==> config.mk <==
export PLATFORM = sky130hd
export DESIGN_NAME = gpio_banked_ctrl
export DESIGN_NICKNAME = d
export VERILOG_FILES = /design/src/rtl/gpio_bank_pkg.sv /design/src/rtl/gpio_addr_dec.sv /design/src/rtl/gpio_out_bank.sv /design/src/rtl/gpio_pin_pad.sv /design/src/rtl/gpio_banked_ctrl.sv
export SDC_FILE = /design/constraint.sdc
export NUM_CORES = 2
export LEC_CHECK = 0
export BUFFER_PORTS_ARGS = -buffer_cell sky130_fd_sc_hd__buf_2
export CAP_MARGIN = 20
export CORE_MARGIN = 4
export CORE_UTILIZATION = 26
export CTS_BUF_LIST = sky130_fd_sc_hd__clkbuf_8
export DETAILED_ROUTE_END_ITERATION = 8
export GPL_ROUTABILITY_DRIVEN = 0
export PLACE_DENSITY = 0.41
export SYNTH_ARGS = -nofsm -noshare
export SYNTH_HDL_FRONTEND = slang
export SYNTH_SLANG_ARGS = --single-unit
==> constraint.sdc <==
create_clock -name clk -period 3.5 [get_ports clk]
set_input_delay 0.175 -clock clk [delete_from_list [all_inputs] [get_ports clk]]
set_output_delay 0.175 -clock clk [all_outputs]
set_load 0.1 [all_outputs]
==> src/rtl/gpio_bank_pkg.sv <==
package gpio_bank_pkg;

  localparam int unsigned WORD_W       = 64;
  localparam int unsigned FUNC_W       = 10;
  localparam int unsigned CFG_OE_BIT   = 0;
  localparam int unsigned CFG_INV_BIT  = 1;
  localparam int unsigned CFG_OD_BIT   = 12;
  localparam int unsigned CFG_FUNC_LSB = 16;

  typedef struct packed {
    logic [FUNC_W-1:0] func;
    logic              od;
    logic              inv;
    logic              oe;
  } pin_cfg_t;

  typedef enum logic [2:0] {
    SEL_NONE,
    SEL_RX,
    SEL_SET,
    SEL_CLR,
    SEL_CONST,
    SEL_CFG
  } reg_sel_e;

  function automatic logic [WORD_W-1:0] cfg_to_word(pin_cfg_t c);
    logic [WORD_W-1:0] w;
    w = '0;
    w[CFG_OE_BIT]  = c.oe;
    w[CFG_INV_BIT] = c.inv;
    w[CFG_OD_BIT]  = c.od;
    w[CFG_FUNC_LSB +: FUNC_W] = c.func;
    return w;
  endfunction

  function automatic pin_cfg_t word_to_cfg(logic [WORD_W-1:0] w);
    pin_cfg_t c;
    c.oe   = w[CFG_OE_BIT];
    c.inv  = w[CFG_INV_BIT];
    c.od   = w[CFG_OD_BIT];
    c.func = w[CFG_FUNC_LSB +: FUNC_W];
    return c;
  endfunction

endpackage

==> src/rtl/gpio_addr_dec.sv <==
module gpio_addr_dec
  import gpio_bank_pkg::*;
#(
  parameter int unsigned ADDR_W      = 16,
  parameter int unsigned NUM_BANKS   = 2,
  parameter int unsigned NUM_PINS    = 128,
  parameter int unsigned BANK_STRIDE = 'h1400,
  parameter int unsigned CFG_BASE    = 'h400,
  parameter int unsigned CONST_OFF   = 'h90,
  parameter int unsigned RX_OFF      = 'h0,
  parameter int unsigned SET_OFF     = 'h8,
  parameter int unsigned CLR_OFF     = 'h10,
  parameter int unsigned BANK_IDX_W  = 1,
  parameter int unsigned PIN_IDX_W   = 7
) (
  input  logic [ADDR_W-1:0]     addr,
  output reg_sel_e              sel,
  output logic [BANK_IDX_W-1:0] bank,
  output logic [PIN_IDX_W-1:0]  pin
);

  localparam logic [ADDR_W-1:0] CFG_LO = ADDR_W'(CFG_BASE);
  localparam logic [ADDR_W-1:0] CFG_HI = ADDR_W'(CFG_BASE + 8 * NUM_PINS);
  localparam logic [ADDR_W-1:0] CST_A  = ADDR_W'(CONST_OFF);

  logic [ADDR_W-1:0] cfg_off;
  assign cfg_off = addr - CFG_LO;
  assign pin     = cfg_off[PIN_IDX_W+2:3];

  always_comb begin
    sel  = SEL_NONE;
    bank = '0;
    if (addr == CST_A) begin
      sel = SEL_CONST;
    end else if ((addr >= CFG_LO) && (addr < CFG_HI) && (addr[2:0] == 3'b000)) begin
      sel = SEL_CFG;
    end
    for (int b = 0; b < NUM_BANKS; b++) begin
      if (addr == ADDR_W'(b * BANK_STRIDE + RX_OFF)) begin
        sel  = SEL_RX;
        bank = BANK_IDX_W'(b);
      end else if (addr == ADDR_W'(b * BANK_STRIDE + SET_OFF)) begin
        sel  = SEL_SET;
        bank = BANK_IDX_W'(b);
      end else if (addr == ADDR_W'(b * BANK_STRIDE + CLR_OFF)) begin
        sel  = SEL_CLR;
        bank = BANK_IDX_W'(b);
      end
    end
  end

endmodule

==> src/rtl/gpio_out_bank.sv <==
module gpio_out_bank #(
  parameter int unsigned BANK_W = 64
) (
  input  logic              clk,
  input  logic              rst,
  input  logic              set_we,
  input  logic              clr_we,
  input  logic [BANK_W-1:0] wdata,
  output logic [BANK_W-1:0] latch
);

  logic [BANK_W-1:0] set_mask;
  logic [BANK_W-1:0] clr_mask;

  assign set_mask = set_we ? wdata : '0;
  assign clr_mask = clr_we ? wdata : '0;

  // Clear is applied after set, so a bit named by both ends low.
  always_ff @(posedge clk) begin
    if (rst) begin
      latch <= '0;
    end else begin
      latch <= (latch | set_mask) & ~clr_mask;
    end
  end

endmodule

==> src/rtl/gpio_pin_pad.sv <==
module gpio_pin_pad
  import gpio_bank_pkg::*;
(
  input  logic     clk,
  input  logic     rst,
  input  pin_cfg_t cfg,
  input  logic     latch_bit,
  input  logic     alt_out,
  input  logic     alt_oe,
  input  logic     pad_in,
  output logic     pad_out,
  output logic     pad_oe,
  output logic     rx_bit
);

  logic [1:0] sync_q;
  logic       eff;
  logic       gpio_own;
  logic       nxt_out;
  logic       nxt_oe;

  always_ff @(posedge clk) begin
    if (rst) begin
      sync_q <= 2'b00;
    end else begin
      sync_q <= {sync_q[0], pad_in};
    end
  end

  assign rx_bit   = sync_q[1] ^ cfg.inv;
  assign eff      = latch_bit ^ cfg.inv;
  assign gpio_own = (cfg.func == '0);

  always_comb begin
    if (!gpio_own) begin
      nxt_out = alt_out;
      nxt_oe  = alt_oe;
    end else if (cfg.od) begin
      nxt_out = 1'b0;
      nxt_oe  = cfg.oe & ~eff;
    end else begin
      nxt_out = eff;
      nxt_oe  = cfg.oe;
    end
  end

  always_ff @(posedge clk) begin
    if (rst) begin
      pad_out <= 1'b0;
      pad_oe  <= 1'b0;
    end else begin
      pad_out <= nxt_out;
      pad_oe  <= nxt_oe;
    end
  end

endmodule

==> src/rtl/gpio_banked_ctrl.sv <==
module gpio_banked_ctrl
  import gpio_bank_pkg::*;
#(
  parameter int unsigned NUM_PINS    = 128,
  parameter int unsigned ADDR_W      = 16,
  parameter int unsigned BANK_STRIDE = 'h1400,
  parameter int unsigned CFG_BASE    = 'h400,
  parameter int unsigned CONST_OFF   = 'h90,
  parameter logic [7:0]  VEC_BASE    = 8'd48
) (
  input  logic                clk,
  input  logic                rst,
  input  logic [ADDR_W-1:0]   bus_addr,
  input  logic [63:0]         bus_wdata,
  input  logic                bus_wr,
  output logic [63:0]         bus_rdata,
  input  logic [NUM_PINS-1:0] pad_in,
  output logic [NUM_PINS-1:0] pad_out,
  output logic [NUM_PINS-1:0] pad_oe,
  input  logic [NUM_PINS-1:0] alt_out,
  input  logic [NUM_PINS-1:0] alt_oe
);

  localparam int unsigned BANK_W     = WORD_W;
  localparam int unsigned NUM_BANKS  = (NUM_PINS + BANK_W - 1) / BANK_W;
  localparam int unsigned FLAT_W     = NUM_BANKS * BANK_W;
  localparam int unsigned BANK_IDX_W = (NUM_BANKS > 1) ? $clog2(NUM_BANKS) : 1;
  localparam int unsigned PIN_IDX_W  = (NUM_PINS > 1) ? $clog2(NUM_PINS) : 1;
  localparam logic [63:0] CONST_WORD = {48'd0, VEC_BASE, 8'(NUM_PINS)};

  reg_sel_e              sel;
  logic [BANK_IDX_W-1:0] bank_idx;
  logic [PIN_IDX_W-1:0]  pin_idx;

  logic [BANK_W-1:0] latch_bank [NUM_BANKS];
  logic [BANK_W-1:0] rx_bank    [NUM_BANKS];
  logic [FLAT_W-1:0] latch_flat;
  logic [FLAT_W-1:0] rx_flat;
  pin_cfg_t          cfg_q      [NUM_PINS];

  gpio_addr_dec #(
    .ADDR_W      (ADDR_W),
    .NUM_BANKS   (NUM_BANKS),
    .NUM_PINS    (NUM_PINS),
    .BANK_STRIDE (BANK_STRIDE),
    .CFG_BASE    (CFG_BASE),
    .CONST_OFF   (CONST_OFF),
    .BANK_IDX_W  (BANK_IDX_W),
    .PIN_IDX_W   (PIN_IDX_W)
  ) u_dec (
    .addr (bus_addr),
    .sel  (sel),
    .bank (bank_idx),
    .pin  (pin_idx)
  );

  for (genvar b = 0; b < NUM_BANKS; b++) begin : g_bank
    logic set_we;
    logic clr_we;
    assign set_we = bus_wr && (sel == SEL_SET) && (bank_idx == BANK_IDX_W'(b));
    assign clr_we = bus_wr && (sel == SEL_CLR) && (bank_idx == BANK_IDX_W'(b));

    gpio_out_bank #(.BANK_W(BANK_W)) u_bank (
      .clk    (clk),
      .rst    (rst),
      .set_we (set_we),
      .clr_we (clr_we),
      .wdata  (bus_wdata),
      .latch  (latch_bank[b])
    );

    assign latch_flat[b*BANK_W +: BANK_W] = latch_bank[b];
    assign rx_bank[b] = rx_flat[b*BANK_W +: BANK_W];
  end

  always_ff @(posedge clk) begin
    if (rst) begin
      for (int p = 0; p < NUM_PINS; p++) begin
        cfg_q[p] <= '0;
      end
    end else if (bus_wr && (sel == SEL_CFG)) begin
      cfg_q[pin_idx] <= word_to_cfg(bus_wdata);
    end
  end

  for (genvar p = 0; p < FLAT_W; p++) begin : g_pin
    if (p < NUM_PINS) begin : g_live
      gpio_pin_pad u_pad (
        .clk       (clk),
        .rst       (rst),
        .cfg       (cfg_q[p]),
        .latch_bit (latch_flat[p]),
        .alt_out   (alt_out[p]),
        .alt_oe    (alt_oe[p]),
        .pad_in    (pad_in[p]),
        .pad_out   (pad_out[p]),
        .pad_oe    (pad_oe[p]),
        .rx_bit    (rx_flat[p])
      );
    end else begin : g_empty
      assign rx_flat[p] = 1'b0;
    end
  end

  always_ff @(posedge clk) begin
    if (rst) begin
      bus_rdata <= '0;
    end else begin
      unique case (sel)
        SEL_RX:    bus_rdata <= rx_bank[bank_idx];
        SEL_SET:   bus_rdata <= latch_bank[bank_idx];
        SEL_CONST: bus_rdata <= CONST_WORD;
        SEL_CFG:   bus_rdata <= cfg_to_word(cfg_q[pin_idx]);
        default:   bus_rdata <= '0;
      endcase
    end
  end

endmodule

==> metrics.yaml <==
status: "complete, but fails checks"
violations: "negative setup slack"
routed_via_density: 5.130
rsz0062_at_grt: "no"
clkPwrFrac_pct: 39.7
avgSynthCellArea_um2: 11.14
cts_made_buffers: 436
synth_edf_count: 1664
synthDistinctLibCells: 71
routed_wl_um: 566100
grt.total_usage_pct: 25.67
ant_nets: 0
syn_nets: 10105
synth.area.top_cells: "edfxtp_1 47%, dfxtp_1 13%, and2_1 9.7%"
fin_tns_setup_ps: -35.01
swShare_pct: 29.21
fin_area_mm2: 0.1377
synth_top_cell_by_area: "edfxtp_1"
drc: 0
drt-pass1-iter-count: 6
wl_per_cell_um: 32.72
power_density_mw_per_mm2: 486.0
dieArea_mm2: 0.4232
grt_max_degree: 136
fin_nets: 11909
cp-end-kind: "flop"
hold_viol_final: 0
worst_pin_slew_ps: 1223
maxSlewHeadroom_pct: 18.38
fin_crit_sh_pct: 101.0
overflow: 0
cts_root_buf: "clkbuf_8"
fp-row-count: 235
power.leakage_uw: 0.05146
yosys.area.top_type_share_pct: 46.55
crit_type: "input pin to flop"
drive_gt1_share_pct: 20.52
numPortBuffers: 786
ir_worst_vdd_uv: 336.5
synth_commonest_cells: "1,667 x and2_1, 1,664 x edfxtp_1, 870 x nor2_1, 704 x dfxtp_1, 685 x a21oi_1"
clk_path_buf_depth: 4
intPower_uw: 47380
skew_ps: 89.25
cts_tree: "yes"
worstPathRequired_ps: 4580
yosys_warnings: 0
clock_latency_ps: 1180
path_max_fanout: 25
io_pins: 787
synth-main-ff-cell: "edfxtp_1"
synth_seq_area_share_pct: 59.68
syn_inst: 9638
finalCriticalPeriod_ps: 3535
min_path_type: "input pin to flop"
clkSlewWorstSetupHoldPaths_ps: 60
antenna_found_initial: 59
pwr-share-comb_pct: 11.8
start_util_pct: 26.15
cp_data_arrival_time_ps: 4620
layout_setup_ws_ps: -35.01
core-area_mm2: 0.4105
timing.hold.ws_ps: 101.5
h-tree-depth: 5
die_h_um: 650.5
grt_first_pass_wirelength_um: 755700
drtIter0Drc: 11282
dp_hpwl_um: 406200
power_frac_seq_pct: 48.5
dpl-instance-area_mm2: 0.1200
synth.cell_area_mm2: 0.1073
clock.fmax_mhz: 282.9
ys_ff_latch: 2368
fp.dieW_um: 650.5
maxCapViolations: 0
setup_viol_count_final: 1
clock_sinks: 2368
pre_cts_ws_ps: -154.8
net-switching-power_uw: 19540
num_vias: 88761
yosys.cell_count.top_type: "and2_1"
area_delta_synth_final_pct: 28.28
fin_util_pct: 33.55
startpoint_type: "input pin"
async_flop_share_pct: 0
drv_slew: 0
grt_pass1_vias: 87639
[placed cells by master, fill, tap and decap left out, types with 11 or more instances in the layout]
cell,n
nand2_1,470
mux2_2,185
diode_2,43
clkbuf_8,490
buf_2,769
nor2b_1,273
mux2i_1,83
dlygate4sd3_1,913
a21oi_1,685
o32ai_1,11
nor3_1,34
nand3_1,143
nor3b_1,128
or3_1,16
dfxtp_1,704
o22ai_1,376
o221ai_1,114
xnor2_1,66
o31ai_1,12
inv_1,176
bufinv_16,11
o22a_1,14
nor4_1,281
nor2_2,26
edfxtp_1,1664
buf_4,521
clkinv_1,71
a211oi_1,166
mux4_2,51
a211o_1,11
and2_1,1667
o21ai_0,110
or2_2,135
buf_12,120
o211ai_1,21
xor2_1,191
nor2_1,865
clkinv_2,33
[registers in the layout, indices dropped and copies added (netlist names)]
name,count
cfg_q,1664
bus_rdata,64
g_pin.g_live.u_pad.pad_out,128
g_pin.g_live.u_pad.pad_oe,128
g_pin.g_live.u_pad.sync_q,256
g_bank.u_bank.latch,128
[power groups by stage]
stage	sequential, uW	combinational [uW]	clock [uW]
6_report	32500	7870	26600
2_1_floorplan	32300	3840	0
4_1_cts	32400	7730	27100
3_5_place_dp	33000	6910	0
3_3_place_gp	33000	6900	0
5_1_grt	32500	8060	28300
[area by class of cell]
cell class / count / area, um^2
sequential: 2368 / 64060
timing repair buffer: 2341 / 19530
multi-input combinational: 6289 / 38690
clock buffer: 485 / 6675
inverter: 6 / 25.02
fill: 41571 / 272800
clock inverter: 318 / 1799
antenna: 43 / 107.6
tap: 5451 / 6820
[kinds of logic after synthesis]
| family | Yosys count | synth area share (%) |
|---|---|---|
| muxes | 319 | 3.785 |
| and+or+nand+nor | 4094 | 20.68 |
| buffers and inverters | 981 | 4.434 |
| AOI/OAI and AO/OA | 1619 | 9.324 |
| DFF | 2368 | 59.68 |
| xor gates and xnor gates | 257 | 2.097 |
[worst paths after layout]
path | from | endpoint | cells past startpoint | slack [ps]
hold reg to reg | g_pin[94].g_live.u_pad.sync_q[0] | g_pin[94].g_live.u_pad.sync_q[1] | 1 | 420
setup / recovery | bus_addr[5] | bus_rdata[24] | 14 | -40
hold / removal | bus_wdata[7] | g_bank[0].u_bank.latch[7] | 4 | 100
setup reg to reg | cfg_q[50][11] | bus_rdata[24] | 8 | 400
[worst max-delay path: stages]
cell	delay (ps)
dlygate4sd3_1	740
buf_8	320
buf_4	240
nand3b_1	200
buf_4	220
buf_12	180
o22ai_1	120
or4_1	620
o21ai_0	240
buf_4	150
a21oi_1	80
o311a_1	390
dlygate4sd3_1	660
o32ai_1	230
[per-stage QoR]
stage          power [uW]  std cells
6_report            66920      17301
3_5_place_dp        39890      15539
4_1_cts             67250      17255
3_3_place_gp        39900      15538
2_1_floorplan       36090       9638
5_1_grt             68860      17288
[what timing repair did]
| action | in CTS | in global routing |
|---|---|---|
| endpoints found under the hold margin | 1759 | 0 |
| setup endpoints to repair | 0 | 1 |
| setup buffers | 0 | 2 |
| resized for setup | 0 | 0 |
| hold buffers | 913 | 0 |
[routing by layer]
layer | global-route usage [%] | part of all wire (%) | wire (um)
met2 | 39.76 | 44 | 249300
met5 | 0 | 0.015 | 83
met1 | 34.07 | 41 | 233600
met4 | 12.69 | 5.8 | 32990
met3 | 5.136 | 8.9 | 50180
No activity file was read; power rests on OpenSTA's default activity.
